$ cat src/rtl/chroma_up_pkg.sv
package chroma_up_pkg;
    typedef enum logic [1:0] {
        SRC_BLEND = 2'd0,
        SRC_PREV  = 2'd1,
        SRC_NEXT  = 2'd2,
        SRC_MID   = 2'd3
    } fill_src_e;
endpackage

$ cat src/rtl/chroma_up_avg.sv
module chroma_up_avg #(
    parameter int CW = 12
) (
    input  logic [CW-1:0] a,
    input  logic [CW-1:0] b,
    output logic [CW-1:0] mean
);
    localparam int SW = CW + 1;
    logic [SW-1:0] sum;
    // one extra bit keeps the carry; adding one rounds half up
    assign sum  = {1'b0, a} + {1'b0, b} + SW'(1);
    assign mean = sum[SW-1:1];
endmodule

$ cat src/rtl/chroma_up_fill.sv
module chroma_up_fill
    import chroma_up_pkg::*;
#(
    parameter int CW = 12
) (
    input  logic [CW-1:0] prev_c,
    input  logic [CW-1:0] next_c,
    input  logic          has_prev,
    input  logic          has_next,
    input  logic          interp,
    output logic [CW-1:0] fill_c
);
    localparam logic [CW-1:0] MIDPOINT = CW'(1) << (CW - 1);

    logic [CW-1:0] blend;
    fill_src_e     src;

    chroma_up_avg #(.CW(CW)) u_avg (
        .a    (prev_c),
        .b    (next_c),
        .mean (blend)
    );

    always_comb begin
        if (has_prev && has_next) src = interp ? SRC_BLEND : SRC_PREV;
        else if (has_prev)        src = SRC_PREV;
        else if (has_next)        src = SRC_NEXT;
        else                      src = SRC_MID;
    end

    always_comb begin
        unique case (src)
            SRC_BLEND: fill_c = blend;
            SRC_PREV:  fill_c = prev_c;
            SRC_NEXT:  fill_c = next_c;
            default:   fill_c = MIDPOINT;
        endcase
    end
endmodule

$ cat src/rtl/chroma_up422.sv
module chroma_up422 #(
    parameter int CW = 12
) (
    input  logic          clk,
    input  logic          rst_n,
    input  logic          in_valid,
    input  logic          in_sol,
    input  logic [CW-1:0] in_y,
    input  logic [CW-1:0] in_c,
    input  logic          mode_interp,
    output logic          out_valid,
    output logic [CW-1:0] out_y,
    output logic [CW-1:0] out_cb,
    output logic [CW-1:0] out_cr
);
    // first stage: pixel waiting one cycle for its right-hand neighbour
    typedef struct packed {
        logic          vld;
        logic          odd;
        logic          has_prev;
        logic          interp;
        logic [CW-1:0] y;
        logic [CW-1:0] c;
        logic [CW-1:0] prev_c;
    } hold_t;

    typedef struct packed {
        logic          vld;
        logic [CW-1:0] y;
        logic [CW-1:0] cb;
        logic [CW-1:0] cr;
    } pix_t;

    typedef struct packed {
        hold_t s1;
        pix_t  o;
        logic  par;   // parity of the next pixel in the line
    } state_t;

    state_t        st_d, st_q;
    logic          has_next;
    logic [CW-1:0] fill_c;

    assign has_next = in_valid && !in_sol && st_q.s1.vld;

    chroma_up_fill #(.CW(CW)) u_fill (
        .prev_c   (st_q.s1.prev_c),
        .next_c   (in_c),
        .has_prev (st_q.s1.has_prev),
        .has_next (has_next),
        .interp   (st_q.s1.interp),
        .fill_c   (fill_c)
    );

    always_comb begin
        st_d = st_q;

        st_d.s1.vld      = in_valid;
        st_d.s1.odd      = in_sol ? 1'b0 : st_q.par;
        st_d.s1.has_prev = in_valid && !in_sol && st_q.s1.vld;
        st_d.s1.interp   = mode_interp;
        st_d.s1.y        = in_y;
        st_d.s1.c        = in_c;
        st_d.s1.prev_c   = st_q.s1.c;

        if (in_valid) begin
            st_d.par = in_sol ? 1'b1 : ~st_q.par;
        end

        st_d.o = '0;
        if (st_q.s1.vld) begin
            st_d.o.vld = 1'b1;
            st_d.o.y   = st_q.s1.y;
            st_d.o.cb  = st_q.s1.odd ? fill_c : st_q.s1.c;
            st_d.o.cr  = st_q.s1.odd ? st_q.s1.c : fill_c;
        end
    end

    always_ff @(posedge clk) begin
        if (!rst_n) begin
            st_q <= '0;
        end else begin
            st_q <= st_d;
        end
    end

    assign out_valid = st_q.o.vld;
    assign out_y     = st_q.o.y;
    assign out_cb    = st_q.o.cb;
    assign out_cr    = st_q.o.cr;
endmodule

$ cat config.mk
export PLATFORM = sky130hd
export DESIGN_NAME = chroma_up422
export DESIGN_NICKNAME = d
export VERILOG_FILES = /design/src/rtl/chroma_up_pkg.sv /design/src/rtl/chroma_up_avg.sv /design/src/rtl/chroma_up_fill.sv /design/src/rtl/chroma_up422.sv
export SDC_FILE = /design/constraint.sdc
export NUM_CORES = 1
export LEC_CHECK = 0
export ABC_AREA = 1
export BUFFER_PORTS_ARGS = -buffer_cell sky130_fd_sc_hd__buf_2
export CORE_UTILIZATION = 59
export CTS_BUF_LIST = sky130_fd_sc_hd__clkbuf_4
export DETAILED_ROUTE_END_ITERATION = 12
export PLACE_DENSITY = 0.88
export SYNTH_ARGS = -nofsm -noshare
export SYNTH_HDL_FRONTEND = slang
export SYNTH_SLANG_ARGS = --single-unit
$ cat constraint.sdc
create_clock -name clk -period 2.5 [get_ports clk]
set_input_delay 0.375 -clock clk [delete_from_list [all_inputs] [get_ports clk]]
set_output_delay 0.375 -clock clk [all_outputs]
set_load 0.1 [all_outputs]
Yosys cells after proc, flatten, opt, wreduce, memory -nomap -nowiden
Index checks and enable logic that the tools add are counted.
Cells by class
  add/subtract/negate cells: 2
  equality and inequality tests: 2
  multiplexer cells: 9
  bitwise gates (word level): 2
  reduce and logical (&&, ||, !) cells: 7
Operators with widths (number)
  $mux W37: 1
  $pmux W12 S3: 1
  $mux W12: 2
  $add A12 B12 Y13: 1
  $add A13 B1 Y13 const B: 1
  $mux W2: 2
  $logic_and A1 B1 Y1: 3
  $mux W1: 3
  $eq A2 B1 Y1 const B: 1
  $eq A2 B2 Y1 const B: 1
  $logic_not A2 Y1: 1
  $not A1 Y1: 2
  $reduce_and A2 Y1: 1
  $reduce_or A2 Y1: 1
  $logic_not A1 Y1: 1
Word-level totals
  register bits: 78
  bits of input ports: 29
  output and inout port bits: 37
  word-level logic and storage cells: 34

Longest topological paths before layout
  word-level depth: 10
  gate-level depth with buffers: 13
  mapped depth without buffers: 13

Hierarchy
Synthesis repeated with hierarchy kept, for this count alone.
Second synthesis, totals
  cells, all modules: 502
  area, all modules: 3829.9 sq um
Modules (own cells, without submodules)
  chroma_up422: instances 1, cells each 313, area an instance 2668.8 sq um, seq. area each 1561.5 sq um
  chroma_up_avg: instances 1, cells each 131, area an instance 716.9 sq um, seq. area each 0.0 sq um
  chroma_up_fill: instances 1, cells each 58, area an instance 444.2 sq um, seq. area each 0.0 sq um

Least setup slack after synthesis
OpenSTA, ideal clock, no wires.
  path type: input to register
  start: in in_c[0]
  end: reg st_q, in the netlist out_cb[5]
  arrival: 1.522 ns
  required time: 2.391 ns
  path slack: 0.869 ns
  stages: 12
  buffers on the path: 0
  cell sequence: nor2_1 > fa_1 > inv_1 > nand3_1 > nand3_1 > nand2_1 > nand2_1 > or2_1 > nand2_1 > nand3_1 > nand2_1 > inv_1
Between the ends
  cells in the longest elaborated chain, start to end: 4
RTL lines
  start: declaration: RTL line chroma_up422.sv:9  | input logic [CW-1:0] in_c,
  $add A12 B12 Y13: RTL line chroma_up_avg.sv:11  | assign sum = {1'b0, a} + {1'b0, b} + SW'(1);
  $add A13 B1 Y13: RTL line chroma_up_avg.sv:11
  $pmux W12 S3: RTL line chroma_up_fill.sv:32  | unique case (src)
  $mux W12: RTL line chroma_up422.sv:74  | st_d.o.cb = st_q.s1.odd ? fill_c : st_q.s1.c;
  end signal: assignment: RTL line chroma_up422.sv:83  | st_q <= st_d;
  end: declaration: RTL line chroma_up422.sv:40  | state_t st_d, st_q;
No other way between the ends.
A chain may end at the register's enable or synchronous reset.

Final worst setup path
  start: reg st_q[38] in the netlist's numbering
  end: reg st_q, in the netlist out_cr[5]
Between the ends
  cells in the longest elaborated chain, start to end: 4
RTL lines
  $add A12 B12 Y13: RTL line chroma_up_avg.sv:11
  $add A13 B1 Y13: RTL line chroma_up_avg.sv:11
  $pmux W12 S3: RTL line chroma_up_fill.sv:32
  $mux W12: RTL line chroma_up422.sv:75  | st_d.o.cr = st_q.s1.odd ? st_q.s1.c : fill_c;
No other way between the ends.

==> impl_results.md <==
- Worst path most repeated cell: nand2_1
- Worst Path Max Fanout: 4
- Yosys cell types: 34
- Synth Instances: 528
- Post-route ant nets: 0
- H-tree depth: 3
- WP buf/inv: 2
- IO Port Bufs: 65
- Pwr Density: 582 nW/um2
- Initial antenna violation count: 0
- Post-synth EDFFs: 0
- Vias per inst: 4.69
- Gr usage total: 0.228
- Reg2Reg Setup Slack: 0.70 ns
- Worst path max stage delay: 0.34 ns
- Aggregate routed wire length: 6.70 mm
- Sequential area share after synthesis: 0.418
- Ratio of cells with drive above 1 in the final layout: 0.210
- Yosys Warn Count: 0
- Synth area leaders: dfxtp_1 42%, nand2_1 12%, inv_1 12%
- Nets@finish: 599
- Max IR drop VDD: 390 uV
- Mean Syn Cell Area: 7.07 um2
- Gr ovfl total: 0
- Biggest area consumer among synthesized cells: dfxtp_1
- Total core area: 6030 um2
- Clock Tree Buf Depth: 2
- Slew HR: 0.500
- Die width: 81.5 um
- Setup WS pre-CTS: 0.522 ns
- DRT Pass-1 Iters: 5
- Final Total Pwr: 2.31 mW
- Post-CTS Setup Inserts: 0
- Syn_nets: 569
- Largest net degree at the start of global routing: 41
- Clock transition at path regs: 0.14 ns
- Final min period: 1.80 ns
- Ports: 66
- CP max-delay cell: dfxtp_1
- GP Congestion: 0.961
- Vias in the first global route: 2,774
- Diodes inserted: 0
- Drt drc: 0
- Resized Gates After CTS: 0
- Critical Path AT: 2.14 ns
- Fin Setup TNS: 0 ns
- Chip height: 81.5 um
- F_max: 556 MHz
- Slew Limit Fails: 0
- Site row count: 28
- Setup WS post-layout: 0.701 ns
- Dpl hpwl: 4.93 mm
- Outcome: completed
- Worst-path cell chain: nor2_1, fa_1, inv_1, nand3_1, nand3_1, nand2_1, nand2_1, or2_1, nand2_1, nand3_1, nand2_1, inv_1
- Mapped Area: 3730 um2
- Pin slew with the least headroom to its limit: 0.749 ns
- Root Buffer: clkbuf_4
- Kind of critical path: flop to flop
- WP data required: 2.84 ns
- Area of the multi-input gates: 1350 um2
- Final Skew: 0.0184 ns
- Layout Area Growth over Synthesis: 6.27%
- Register area: 1560 um2
- CTS Hold Buffers Added: 0
- HP Class: input port to flop
- Total number of vias: 2,995
- Initial DRC count: 163
- Share of Yosys cell area claimed by the top area cell type: 0.418
- Die ar.: 6650 um2
- Clk sinks: 78
- Async SR Flop Fraction: 0
- Worst Setup Start Kind: flop
- Worst-Skew Late Latency: 0.43 ns
- Fillers: 530
- Avg WL per Cell: 10.5 um
- First-pass GRT wire length: 11.6 mm
- Final hold vios: 0
- Initial Util: 0.619
- Critical path endpoint category: flop
- Synthesized flop and latch total: 78
- CTS tree: built
- RSZ-0062 raised after global routing: false
- Commonest register cell after synthesis: dfxtp_1
- Leakage Power: 2.43 nW
- Max_cap viols: 0
- Cell family with most CP delay: simple AND/OR/NAND/NOR gates
- Final Setup Violations: 0
- Final Cycle Share: 0.720
- CTS Buf Count: 9
-- cell type report --
| class | instances | area share |
|---|---|---|
| multi-input combinational | 274 | 0.341 |
| clock buffer | 9 | 0.0170 |
| tap | 75 | 0.0237 |
| sequential | 78 | 0.394 |
| inverter | 126 | 0.120 |
| timing repair buffer | 69 | 0.0896 |
| clock inverter | 7 | 0.0148 |
-- synth_stat cells (2+ instances only) --
cell      number
nand4_1        3
a21oi_1       29
nand3_1       32
clkbuf_1       8
buf_4         37
inv_2          5
nand2_1      124
buf_2          3
nand3b_1       2
nand2_2       18
nor2_1        29
clkinv_2       3
clkinv_1       2
o21ai_0        6
o21ai_1        5
nand3_2        2
dfxtp_1       78
inv_1        116
ha_1          11
-- path summary, 6_finish.rpt --
kind                            startpoint  cells past startpoint   endpoint
worst min register to register    st_q[62]                      2   out_y[0]
worst max-delay path              st_q[38]                     12  out_cr[5]
worst min-delay path               in_y[2]                      3   st_q[64]
worst max register to register    st_q[38]                     12  out_cr[5]
-- cells in the final DEF (no fill, tap or decap), types with 2 or more instances in the layout --
| cell | instances |
|---|---|
| o21ai_1 | 5 |
| nand3_2 | 2 |
| nand4_1 | 3 |
| nor2_1 | 29 |
| a21oi_1 | 29 |
| clkinv_4 | 3 |
| clkinv_2 | 4 |
| dfxtp_1 | 78 |
| nand2_2 | 18 |
| buf_2 | 65 |
| clkinv_1 | 2 |
| inv_1 | 116 |
| buf_4 | 4 |
| ha_1 | 11 |
| nand2_1 | 124 |
| clkbuf_4 | 9 |
| nand3_1 | 32 |
| o21ai_0 | 6 |
| inv_2 | 5 |
| nand3b_1 | 2 |
-- logic make-up (layout without fill, tap and decap cells) --
logic type               count (synthesis)  in the layout  synth area share
AO/OA/AOI/OAI                           46             46            0.0677
adder cells (fa/ha/maj)                 12             12            0.0422
buffers and inverters                  176            211             0.219
flip-flops                              78             78             0.418
AND/OR/NAND/NOR                        216            216             0.252
-- per-layer routing --
| metal | track usage | vias up | wire length (um) |
|---|---|---|---|
| li1 | - | 1597 | - |
| met1 | 0.262 | 1330 | 3000 |
| met2 | 0.413 | 59 | 3350 |
| met3 | 0.0400 | 9 | 258 |
| met4 | 0.0946 | 0 | 93 |
| met5 | 0 | - | 0 |
-- tightest hold or removal path, stage by stage --
cell     delay [ns]
buf_2          0.07
nand2_1        0.04
inv_1          0.04
-- report_power, final --
| part | internal [mW] | switching (mW) | leakage (nW) |
|---|---|---|---|
| clock network | 0.217 | 0.471 | 0.0684 |
| registers | 1.29 | 0.0176 | 0.639 |
| logic | 0.0906 | 0.226 | 1.72 |
-- state kept, by name, summed over array words and instances, names as in the netlist --
register and cells:
out_cb 12, out_y 12, st_q 29, st_d 12, out_valid 1, out_cr 12
-- metrics by stage --
stage	util	hold slack (ns)	area, um2	instances
2_1_floorplan	-	0.394	3730	528
3_3_place_gp	0.637	0.395	3840	622
3_5_place_dp	0.637	0.400	3840	622
4_1_cts	0.658	0.0971	3970	638
5_1_grt	0.658	0.113	3970	638
6_report	0.658	0.113	3970	638
Note: power is estimated with default switching activity, not from simulation.
